===== src/rtl/opmode_pkg.sv =====
package opmode_pkg;
  localparam int MODE_N = 5;

  typedef enum logic [MODE_N-1:0] {
    MD_REAL = 5'b00001,
    MD_PROT = 5'b00010,
    MD_V86  = 5'b00100,
    MD_LONG = 5'b01000,
    MD_SMM  = 5'b10000
  } mode_e;
endpackage


===== src/rtl/opmode_next.sv =====
module opmode_next
  import opmode_pkg::*;
(
  input  mode_e cur,
  input  mode_e saved,
  input  logic  smi_req,
  input  logic  rsm_req,
  input  logic  prot_en,
  input  logic  paging_en,
  input  logic  long_en,
  input  logic  v86_flag,
  output mode_e nxt,
  output logic  save_en
);
  logic long_ok;
  assign long_ok = long_en && paging_en;

  always_comb begin
    nxt     = cur;
    save_en = 1'b0;
    if (cur == MD_SMM) begin
      if (rsm_req) nxt = saved;
    end else if (smi_req) begin
      nxt     = MD_SMM;
      save_en = 1'b1;
    end else begin
      case (cur)
        MD_REAL: if (prot_en) nxt = MD_PROT;
        MD_PROT: begin
          if (!prot_en)     nxt = MD_REAL;
          else if (long_ok) nxt = MD_LONG;
          else if (v86_flag) nxt = MD_V86;
        end
        MD_V86: begin
          if (!prot_en)      nxt = MD_REAL;
          else if (!v86_flag) nxt = MD_PROT;
        end
        MD_LONG: begin
          if (!prot_en)      nxt = MD_REAL;
          else if (!long_ok) nxt = MD_PROT;
        end
        default: nxt = MD_REAL;
      endcase
    end
  end
endmodule


===== src/rtl/opmode_save.sv =====
module opmode_save
  import opmode_pkg::*;
(
  input  logic  clk,
  input  logic  rst,
  input  logic  save_en,
  input  mode_e cur,
  output mode_e saved
);
  always_ff @(posedge clk) begin
    if (rst)          saved <= MD_REAL;
    else if (save_en) saved <= cur;
  end
endmodule


===== src/rtl/opmode_sub.sv =====
module opmode_sub
  import opmode_pkg::*;
(
  input  logic  clk,
  input  logic  rst,
  input  mode_e nxt,
  input  logic  cs_long,
  output logic  long_active,
  output logic  long64
);
  always_ff @(posedge clk) begin
    if (rst) begin
      long_active <= 1'b0;
      long64      <= 1'b0;
    end else begin
      long_active <= (nxt == MD_LONG);
      long64      <= (nxt == MD_LONG) && cs_long;
    end
  end
endmodule


===== src/rtl/opmode_ctrl.sv =====
module opmode_ctrl
  import opmode_pkg::*;
(
  input  logic              clk,
  input  logic              rst,
  input  logic              smi_req,
  input  logic              rsm_req,
  input  logic              prot_en,
  input  logic              paging_en,
  input  logic              long_en,
  input  logic              v86_flag,
  input  logic              cs_long,
  output logic [MODE_N-1:0] mode_oh,
  output logic              long_active,
  output logic              long64
);
  mode_e mode_q;
  mode_e mode_d;
  mode_e saved_q;
  logic  save_en;

  opmode_next u_next (
    .cur(mode_q), .saved(saved_q), .smi_req(smi_req), .rsm_req(rsm_req),
    .prot_en(prot_en), .paging_en(paging_en), .long_en(long_en),
    .v86_flag(v86_flag), .nxt(mode_d), .save_en(save_en)
  );

  opmode_save u_save (
    .clk(clk), .rst(rst), .save_en(save_en), .cur(mode_q), .saved(saved_q)
  );

  opmode_sub u_sub (
    .clk(clk), .rst(rst), .nxt(mode_d), .cs_long(cs_long),
    .long_active(long_active), .long64(long64)
  );

  always_ff @(posedge clk) begin
    if (rst) mode_q <= MD_REAL;
    else     mode_q <= mode_d;
  end

  assign mode_oh = mode_q;
endmodule


===== config.mk =====
export PLATFORM = sky130hd
export DESIGN_NAME = opmode_ctrl
export DESIGN_NICKNAME = d
export VERILOG_FILES = /design/src/rtl/opmode_pkg.sv /design/src/rtl/opmode_next.sv /design/src/rtl/opmode_save.sv /design/src/rtl/opmode_sub.sv /design/src/rtl/opmode_ctrl.sv
export SDC_FILE = /design/constraint.sdc
export NUM_CORES = 1
export LEC_CHECK = 0
export ABC_CLOCK_PERIOD_IN_PS = 4500
export BUFFER_PORTS_ARGS = -buffer_cell sky130_fd_sc_hd__buf_2
export CAP_MARGIN = 20
export CORE_MARGIN = 2
export CORE_UTILIZATION = 40
export DETAILED_ROUTE_END_ITERATION = 12
export GPL_ROUTABILITY_DRIVEN = 0
export MAX_ROUTING_LAYER = met4
export PLACE_DENSITY = 0.64
export SYNTH_ARGS = -nofsm -noshare
export SYNTH_HDL_FRONTEND = slang
export SYNTH_SLANG_ARGS = --single-unit

===== constraint.sdc =====
create_clock -name clk -period 4.5 [get_ports clk]
set_clock_uncertainty 0.15 [all_clocks]
set_input_delay 0.45 -clock clk [delete_from_list [all_inputs] [get_ports clk]]
set_output_delay 0.45 -clock clk [all_outputs]
set_load 0.005 [all_outputs]

==> metrics.md, run 1 <==
| Metric | Value |
|---|---|
| Outcome | finished, final reports clean |
| Synth async-reset ratio | 0 |
| Worst path arrival time | 1780 ps |
| VDD IR max | 0.156 mV |
| TritonCTS clock tree | done |
| Cell total after placement | 97 |
| Max Transition Viols Final | 0 |
| Sw Share | 0.243 |
| # clock sinks | 12 |
| I/O pin cnt | 16 |
| Hold buffers post-CTS | 0 |
| Post-synthesis sequential area ratio | 0.393 |
| Die Y | 43.1 microns |
| Number of synthesized flops with an enable pin | 0 |
| Final ANT Viol Nets | 0 |
| Sequential share of power | 0.505 |
| Cell Area, Synth | 612 sq um |
| Vias per Instance | 5.69 |
| Layout Cells excl Fill | 101 |
| Int Pwr | 170 uW |
| 1st-iter DRT viols | 7 |
| Vias in the first global route | 488 |
| Final worst-path cycle share | 0.396 |
| Total global routing track utilization | 0.157 |
| Yosys top cell by area | dfxtp_1 |
| Mean area per synthesized cell | 8.74 sq um |
| Worst Path Max Fanout | 5 |
| WS Path Type | flop to flop |
| Yosys reg bits | 12 |
| Hold_ws | 253 ps |
| Cell row count | 14 |
| Sequential cell area | 240 sq um |
| Drt wl/cell | 12.9 microns |
| Clock slew at reported path FFs | 70 ps |
| Layout Nets | 95 |
| Setup_tns | 0 ps |
| Grt total ovfl | 0 |
| Setup WS pre-CTS | 2510 ps |
| CP Launch Type | flop |
| Critical path capture point type | flop |
| Cell Pwr Density | 313 nW/um^2 |
| DR vias | 575 |
| Initial antenna violation count | 0 |
| Cells after synthesis | 70 |
| Final WL | 1300 microns |
| YS warnings | 0 |
| Relative slew slack | 0.686 |
| Area occupied by multi-input gates | 335 sq um |
| First-pass GRT wire length | 2120 microns |
| Clock Power Share | 0.379 |
| Worst endpoint required time | 4500 ps |
| FMAX | 0.561 GHz |
| Final instance area | 718 sq um |
| Layout cell share with drive strength beyond 1 | 0.306 |
| DP HPWL | 937 microns |
| Leakage | 0.000307 uW |
| Clk_lat worst skew | 270 ps |
| Net Switching | 54.5 uW |
| Slew of the pin with the lowest slew margin | 467 ps |
| HP Class | primary input to flop |
| Combinational share of power | 0.116 |
| Hold Fails Final Rpt | 0 |
| Diodes inserted | 0 |
| Fin worst setup slack | 2720 ps |
| Area Overhead vs Synth | 17.4% |
| RSZ-0062 raised after global routing | false |
| DP Area | 682 sq um |
| Post-cts gate resize count | 0 |
| Pin count of the biggest net entering global routing | 11 |
| Cts bufs inserted | 3 |
| Post-route DRC | 0 |
| Die area | 1860 sq um |
| H-tree depth | 1 |
| Cell variety after synth | 31 |
| Tmin final | 1780 ps |
| Most frequent cell after synthesis | dfxtp_1 |
| Clk root buf | clkbuf_4 |
| Synth top area cells | dfxtp_1, a21oi_1, nor2_1, a22oi_1, mux2_2 |
| Post-CTS Setup Bufs | 0 |
| Syn_nets | 79 |
| Detailed Routing Iterations Pass 1 | 4 |
| Filler cell count | 149 |
| Commonest cells in the netlist | dfxtp_1, a21oi_1, nor2_1 |
| Max Cap Viol | 0 |
| Core ar. | 1470 sq um |
| IO Port Bufs | 15 |
| Synth top area share | 0.393 |
| Clock buffer depth | 2 |
| Die width | 43.1 microns |
| # setup viols final | 0 |
| Post-synth top flop | dfxtp_1 |
| Initial Utilization | 0.416 |
==> path summary, 6_finish.rpt <==
path,from,to,slack [ps],depth (start not counted)
worst max-delay path,mode_oh[4],u_sub.long_active,2720,4
worst min-delay path,cs_long,u_sub.long64,250,3
worst max register to register,mode_oh[4],u_sub.long_active,2720,4
worst min register to register,u_save.saved[0],u_save.saved[0],370,1
==> sequential cells by signal (all words and copies together), names as in the netlist <==
register / cells
u_sub.long64: 1
u_save.saved: 5
mode_oh: 5
u_sub.long_active: 1
==> worst max-delay path, stage by stage (launching register included) <==
cell and delay (ps):
dfxtp_1 350, or3b_4 420, a2111oi_2 490, a31o_2 200, nor3_1 50
==> cell families after synthesis <==
kind of cell           count (synthesis)  synth area share
AO/OA/AOI/OAI                         19             0.229
XOR/XNOR                               2            0.0286
flip-flops                            12             0.393
multiplexers                           3            0.0532
AND/OR/NAND/NOR                       27             0.237
buffers and inverters                  7            0.0593
==> cell type report <==
type                    count  share of cell area
multi-input cells          51               0.467
flip-flops and latches     12               0.334
repair buffers             15               0.105
clock buffers               4              0.0505
well taps                  16              0.0279
inverters                   3              0.0157
==> metrics by stage <==
step / total power [uW] / util
6_report: 225 / 0.488
5_1_grt: 235 / 0.488
2_1_floorplan: 133 / -
3_3_place_gp: 142 / 0.463
4_1_cts: 227 / 0.488
3_5_place_dp: 142 / 0.463
==> cell usage in the layout, fill, tap and decap left out, types with 2 or more instances in the layout <==
cell type and n:
buf_2 15, dfxtp_1 12, nor2_1 7, a21oi_1 7, nand2_1 6, nor2b_1 3, inv_1 3, a22oi_1 3
clkbuf_4 3, xor2_1 2, mux2_2 2, nand2b_1 2, nand3_1 2
==> power groups by stage <==
| stage | combinational (uW) | clock (uW) | sequential (uW) |
|---|---|---|---|
| 2_1_floorplan | 18.6 | 0 | 115 |
| 4_1_cts | 26.1 | 87.1 | 113 |
| 6_report | 26.1 | 85.1 | 114 |
| 3_3_place_gp | 25.7 | 0 | 116 |
| 3_5_place_dp | 25.7 | 0 | 116 |
| 5_1_grt | 28.8 | 92.4 | 114 |
==> layer usage <==
layer  up-vias  share of wire  track usage
li1        283              -            -
met1       256           0.48        0.206
met2        28           0.42        0.215
met3         8          0.071       0.0383
met4         0          0.031       0.0909
met5         -              0            -
Power figures use the tool's default switching activity.
==> inputs of run 2 (changes only) <==
- ABC_AREA: default -> 1
- ABC_CLOCK_PERIOD_IN_PS: 4500 -> 1800
- PLACE_DENSITY: 0.64 -> 0.62
- clock period: 4.5 -> 1.8 ns (I/O delays scaled with it)
==> metrics.md, run 2 <==
| Metric | Value |
|---|---|
| Outcome | finished, final reports clean |
| Metal3 WL | 162 microns |
| Hold Fails Final Rpt | 0 |
| DR vias | 865 |
| Relative slew slack | 0.768 |
| Die area | 2400 sq um |
| Met1 wire length | 965 microns |
| YS warnings | 0 |
| Reg2reg setup slack | 120 ps |
| Commonest cells in the netlist | nand2_1, nor2_1, dfxtp_1 |
| Yosys top cell by area | dfxtp_1 |
| Clk root buf | clkbuf_4 |
| H-tree depth | 1 |
| WS Path Type | flop to flop |
| Worst Path Max Fanout | 7 |
| XOR/XNOR Fraction of Synth Area | 0 |
| RSZ-0062 raised after global routing | false |
| Drt wl/cell | 11.3 microns |
| Net Switching | 166 uW |
| Vias per Instance | 4.97 |
| Clock slew at reported path FFs | 70 ps |
| Final WL | 1960 microns |
| Pin count of the biggest net entering global routing | 12 |
| Synth top area cells | dfxtp_1, nand2_1, nor2_1, nand3_1, a21oi_1 |
| 1st-iter DRT viols | 27 |
| Highest metal used | met4 |
| Cts bufs inserted | 3 |
| FMAX | 0.595 GHz |
| Post-synth top flop | dfxtp_1 |
| VDD IR max | 0.560 mV |
| Diodes inserted | 0 |
| Synth async-reset ratio | 0 |
| R2R Path End | u_sub.long64 |
| Sw Share | 0.298 |
| Hold worst-path end | u_save.saved[4] |
| Cell row count | 16 |
| IO Port Bufs | 15 |
| Worst R2R Path Depth | 8 |
| Syn_nets | 140 |
| Hold path cells | 2 |
| Core ar. | 1940 sq um |
| DP HPWL | 1550 microns |
| Detailed Routing Iterations Pass 1 | 4 |
| Grt total ovfl | 0 |
| Final ANT Viol Nets | 0 |
| Post-Synth Simple-Gate Area | 0.497 |
| Post-synthesis sequential area ratio | 0.296 |
| Setup WS pre-CTS | 149 ps |
| Crit path cell chain | inv_2 > nand2_2 > nor2_2 > nand3_1 > nand2_1 > a21oi_1 > nand3_2 > nor3_2 |
| Min-delay src | smi_req |
| HP Class | primary input to flop |
| CP max-delay cell | dfxtp_1 |
| Setup_tns | 0 ps |
| Multiplexer share of the synthesized area | 0 |
| Crit path largest cell delay | 490 ps |
| Cell Pwr Density | 591 nW/um^2 |
| Mean area per synthesized cell | 6.19 sq um |
| Leakage | 0.000441 uW |
| Post-route DRC | 0 |
| I/O pin cnt | 16 |
| Initial antenna violation count | 0 |
| Layout Nets | 158 |
| Tmin final | 1680 ps |
| Max Transition Viols Final | 0 |
| Area Overhead vs Synth | 15.9% |
| Fin worst setup slack | 120 ps |
| Layout cell share with drive strength beyond 1 | 0.272 |
| Max Cap Viol | 0 |
| First-pass GRT wire length | 3360 microns |
| # clock sinks | 12 |
| Die width | 49.0 microns |
| Worst path arrival time | 1730 ps |
| TritonCTS clock tree | done |
| Cell Area, Synth | 811 sq um |
| Slew of the pin with the lowest slew margin | 348 ps |
| Die Y | 49.0 microns |
| Most frequent cells in the layout | nand2_1, nor2_1, buf_2 |
| Cells after synthesis | 131 |
| Critical path capture point type | flop |
| Clk_lat worst skew | 270 ps |
| Number of synthesized flops with an enable pin | 0 |
| Most frequent cell after synthesis | nand2_1 |
| Final worst-path cycle share | 0.933 |
| Clock buffer depth | 2 |
| Worst endpoint required time | 1850 ps |
| Routed wl met2 | 800 microns |
| Vias in the first global route | 721 |
| Most common cell after layout, fill and taps aside | nand2_1 |
| Sequential share of power | 0.514 |
| Clock Power Share | 0.285 |
| Initial Utilization | 0.418 |
| Yosys reg bits | 12 |
| Compound-gate portion of the synthesized area | 0.122 |
| Total global routing track utilization | 0.181 |
| CP Launch Type | flop |
| Post-Synth Adder-Cell Area | 0 |
| # setup viols final | 0 |
| Cell variety after synth | 23 |
| Post-cts gate resize count | 0 |
| Int Pwr | 390 uW |
| Synth top area share | 0.296 |
| Combinational share of power | 0.201 |
| Largest family of logic cells by synthesized area | simple AND/OR/NAND/NOR gates |
| Reg2reg start | mode_oh[0] |
[run 2: cell count changes after synthesis, moves of 3 or more]
cell / delta
a22oi_1: -3
inv_1: +6
inv_2: +5
nand2_1: +36
nand2_2: +5
nand3_1: +8
nor2_1: +11
nor2_2: +4
nor2b_1: -3
[run 2: routing by layer]
| metal | vias to the layer above | global-route usage |
|---|---|---|
| li1 | 446 | - |
| met1 | 366 | 0.249 |
| met2 | 47 | 0.263 |
| met3 | 6 | 0.0613 |
| met4 | 0 | 0.0286 |
| met5 | - | - |
[run 2: worst max path at each step]
stage	start	to	slack (ps)	cells past startpoint
floorplan	mode_oh[0]	u_sub.long_active	390	9
global placement	mode_oh[0]	u_sub.long64	160	8
detailed placement	mode_oh[0]	u_sub.long64	150	8
CTS	mode_oh[0]	u_sub.long64	130	8
global route	mode_oh[0]	u_sub.long64	10	8
finish	mode_oh[0]	u_sub.long64	120	8
[run 2: power by group through the flow]
stage | Combinational (uW) | Clock [uW] | Sequential (uW)
CTS | 111 | 168 | 286
detailed placement | 109 | 0 | 292
global route | 124 | 181 | 287
floorplan | 76.8 | 0 | 289
global placement | 111 | 0 | 291
finish | 112 | 158 | 285
[run 2: timing repair]
action,in CTS,in global routing
setup endpoints to repair,0,0
hold buffers,1,0
setup buffers,0,0
hold endpoints to repair,1,0
[run 2: critical path: cells and delay by family (launching register included)]
family	cells	cell delay, ps
flip-flops	1	490
AND/OR/NAND/NOR	6	610
AO/OA/AOI/OAI	1	230
buffers and inverters	1	130
[run 2: logic make-up after synthesis]
family                 after synthesis
AOI/OAI and AO/OA                   15
DFF                                 12
and+or+nand+nor                     86
buffers and inverters               18
[run 2: cell type report]
cell class | instances | area [sq um]
clock buffers | 3 | 22.5
fillers | 213 | 1000
repair buffers | 16 | 85.1
flip-flops and latches | 12 | 240
well taps | 27 | 33.8
multi-input cells | 101 | 502
inverters | 15 | 56.3
[run 2: stage by stage]
stage          power (uW)  hold WS, ps  area, sq um   util  cells
4_1_cts               564         40.4          940  0.484    174
2_1_floorplan         366          131          811      -    131
3_5_place_dp          401          269          907  0.467    170
5_1_grt               592         61.7          940  0.484    174
6_report              556         48.7          940  0.484    174
3_3_place_gp          402          271          907  0.467    170
==> inputs of run 3 (changes only) <==
- ABC_CLOCK_PERIOD_IN_PS: 1800 -> 1400
- PLACE_DENSITY: 0.62 -> 0.64
- clock period: 1.8 -> 1.4 ns (I/O delays scaled with it)
==> metrics.md, run 3 (synthesis gave the netlist of run 2 again) <==
| Metric | Value |
|---|---|
| Cell row count | 16 |
| Most common cell after layout, fill and taps aside | nand2_1 |
| WS Path Type | flop to flop |
| H-tree depth | 1 |
| Worst endpoint required time | 1470 ps |
| Layout Nets | 173 |
| Grt total ovfl | 0 |
| Sequential cell area | 253 sq um |
| VDD IR max | 0.581 mV |
| Most frequent cells in the layout | nand2_1, buf_2, nor2_1 |
| Leakage | 0.000534 uW |
| Detailed Routing Iterations Pass 1 | 6 |
| Worst R2R Path Depth | 9 |
| Worst path arrival time | 1560 ps |
| Hold Fails Final Rpt | 0 |
| FMAX | 0.672 GHz |
| Crit path cell chain | inv_6 > nand2_4 > nor2_4 > nand3_1 > nand2_1 > nand2_2 > a21oi_4 > nand3_2 > nor3_2 |
| CP max-delay cell | dfxtp_4 |
| Util after Layout | 0.614 |
| Setup_tns | -191 ps |
| Clk_lat worst skew | 290 ps |
| Filler cell count | 181 |
| Total global routing track utilization | 0.200 |
| Vias per Instance | 4.96 |
| IO Port Bufs | 15 |
| WP depth | 9 |
| Clock Power Share | 0.279 |
| Pin count of the biggest net entering global routing | 11 |
| Final WL | 2170 microns |
| Diodes inserted | 0 |
| DP HPWL | 1570 microns |
| RSZ-0062 raised after global routing | true |
| Cell Pwr Density | 668 nW/um^2 |
| Cts bufs inserted | 3 |
| # setup viols final | 3 |
| Crit path largest cell delay | 380 ps |
| Die area | 2400 sq um |
| Int Pwr | 537 uW |
| Drt wl/cell | 11.5 microns |
| Tmin final | 1490 ps |
| 1st-iter DRT viols | 24 |
| Clock slew at reported path FFs | 80 ps |
| Area Overhead vs Synth | 47.1% |
| First-pass GRT wire length | 3670 microns |
| Max Cap Viol | 0 |
| Initial antenna violation count | 0 |
| Hold_ws | 27.1 ps |
| Area occupied by multi-input gates | 601 sq um |
| Die width | 49.0 microns |
| Relative slew slack | 0.861 |
| Outcome | finished with violations |
| Crit path max-delay family | simple AND/OR/NAND/NOR gates |
| Slew of the pin with the lowest slew margin | 209 ps |
| Max Transition Viols Final | 0 |
| Clk root buf | clkbuf_4 |
| I/O pin cnt | 16 |
| Die Y | 49.0 microns |
| Hold path cells | 3 |
| Critical path capture point type | flop |
| # clock sinks | 12 |
| TritonCTS clock tree | done |
| Post-route DRC | 0 |
| Net Switching | 260 uW |
| Reg2reg setup slack | -90 ps |
| Initial Utilization | 0.418 |
| Final ANT Viol Nets | 0 |
| Clock buffer depth | 2 |
| Fin worst setup slack | -87.3 ps |
| Combinational share of power | 0.262 |
| Vias in the first global route | 861 |
| CP Launch Type | flop |
| Final worst-path cycle share | 1.06 |
| Worst Path Max Fanout | 5 |
| Buf+Inv Stages, Crit Path | 1 |
| Violated checks | setup timing |
| Sequential share of power | 0.458 |
| HP Class | primary input to flop |
| DR vias | 937 |
| Core ar. | 1940 sq um |
| Layout cell share with drive strength beyond 1 | 0.444 |
| Sw Share | 0.327 |
run 3: power by group through the flow:
stage	registers (uW)	clock network (uW)	logic [uW]
after floorplan	373	0	100
after global placement	372	0	169
after detailed placement	372	0	169
after CTS	367	219	187
after global routing	367	244	228
final	365	223	209
run 3: layout make-up:
type	instances	share of cell area
Multi-Input combinational cell	101	0.504
Sequential cell	12	0.212
Timing Repair Buffer	31	0.179
Inverter	15	0.0577
Tap cell	27	0.0283
Clock buffer	3	0.0189
run 3: timing repair:
| item | CTS | global route |
|---|---|---|
| setup endpoints to repair | 10 | 10 |
| hold buffers | 3 | 0 |
| endpoints found under the hold margin | 3 | 0 |
| pin swaps | 0 | 10 |
| gates resized for setup | 19 | 20 |
| setup buffers | 0 | 1 |
run 3: through the flow:
| stage | cells | setup WS (ps) | power [uW] | instance area, sq um |
|---|---|---|---|---|
| after floorplan | 131 | 4.22 | 473 | 815 |
| after global placement | 182 | -180 | 542 | 1000 |
| after detailed placement | 182 | -168 | 541 | 1000 |
| after CTS | 188 | -36.9 | 774 | 1110 |
| after global routing | 189 | -161 | 839 | 1190 |
| final | 189 | -87.3 | 797 | 1190 |
run 3: path summary, 6_finish.rpt:
kind	startpoint	to
min reg2reg	u_save.saved[1]	u_save.saved[1]
max	mode_oh[0]	u_sub.long64
min	smi_req	u_save.saved[1]
max reg2reg	mode_oh[0]	u_sub.long64
run 3: worst reg2reg max path: stages (launching register included):
cell     delay [ps]
dfxtp_4         380
inv_6            90
nand2_4          70
nor2_4          130
nand3_1         120
nand2_1         100
nand2_2          60
a21oi_4         130
nand3_2          90
nor3_2          100
run 3: routing by layer:
| metal | track usage | up-vias | wire (microns) | part of all wire |
|---|---|---|---|---|
| met2 | 0.336 | 24 | 1050 | 0.48 |
| met4 | 0.0571 | 0 | 58 | 0.027 |
| met5 | - | - | 0 | 0 |
| li1 | - | 479 | - | - |
| met3 | 0.0460 | 6 | 110 | 0.051 |
| met1 | 0.240 | 428 | 958 | 0.44 |
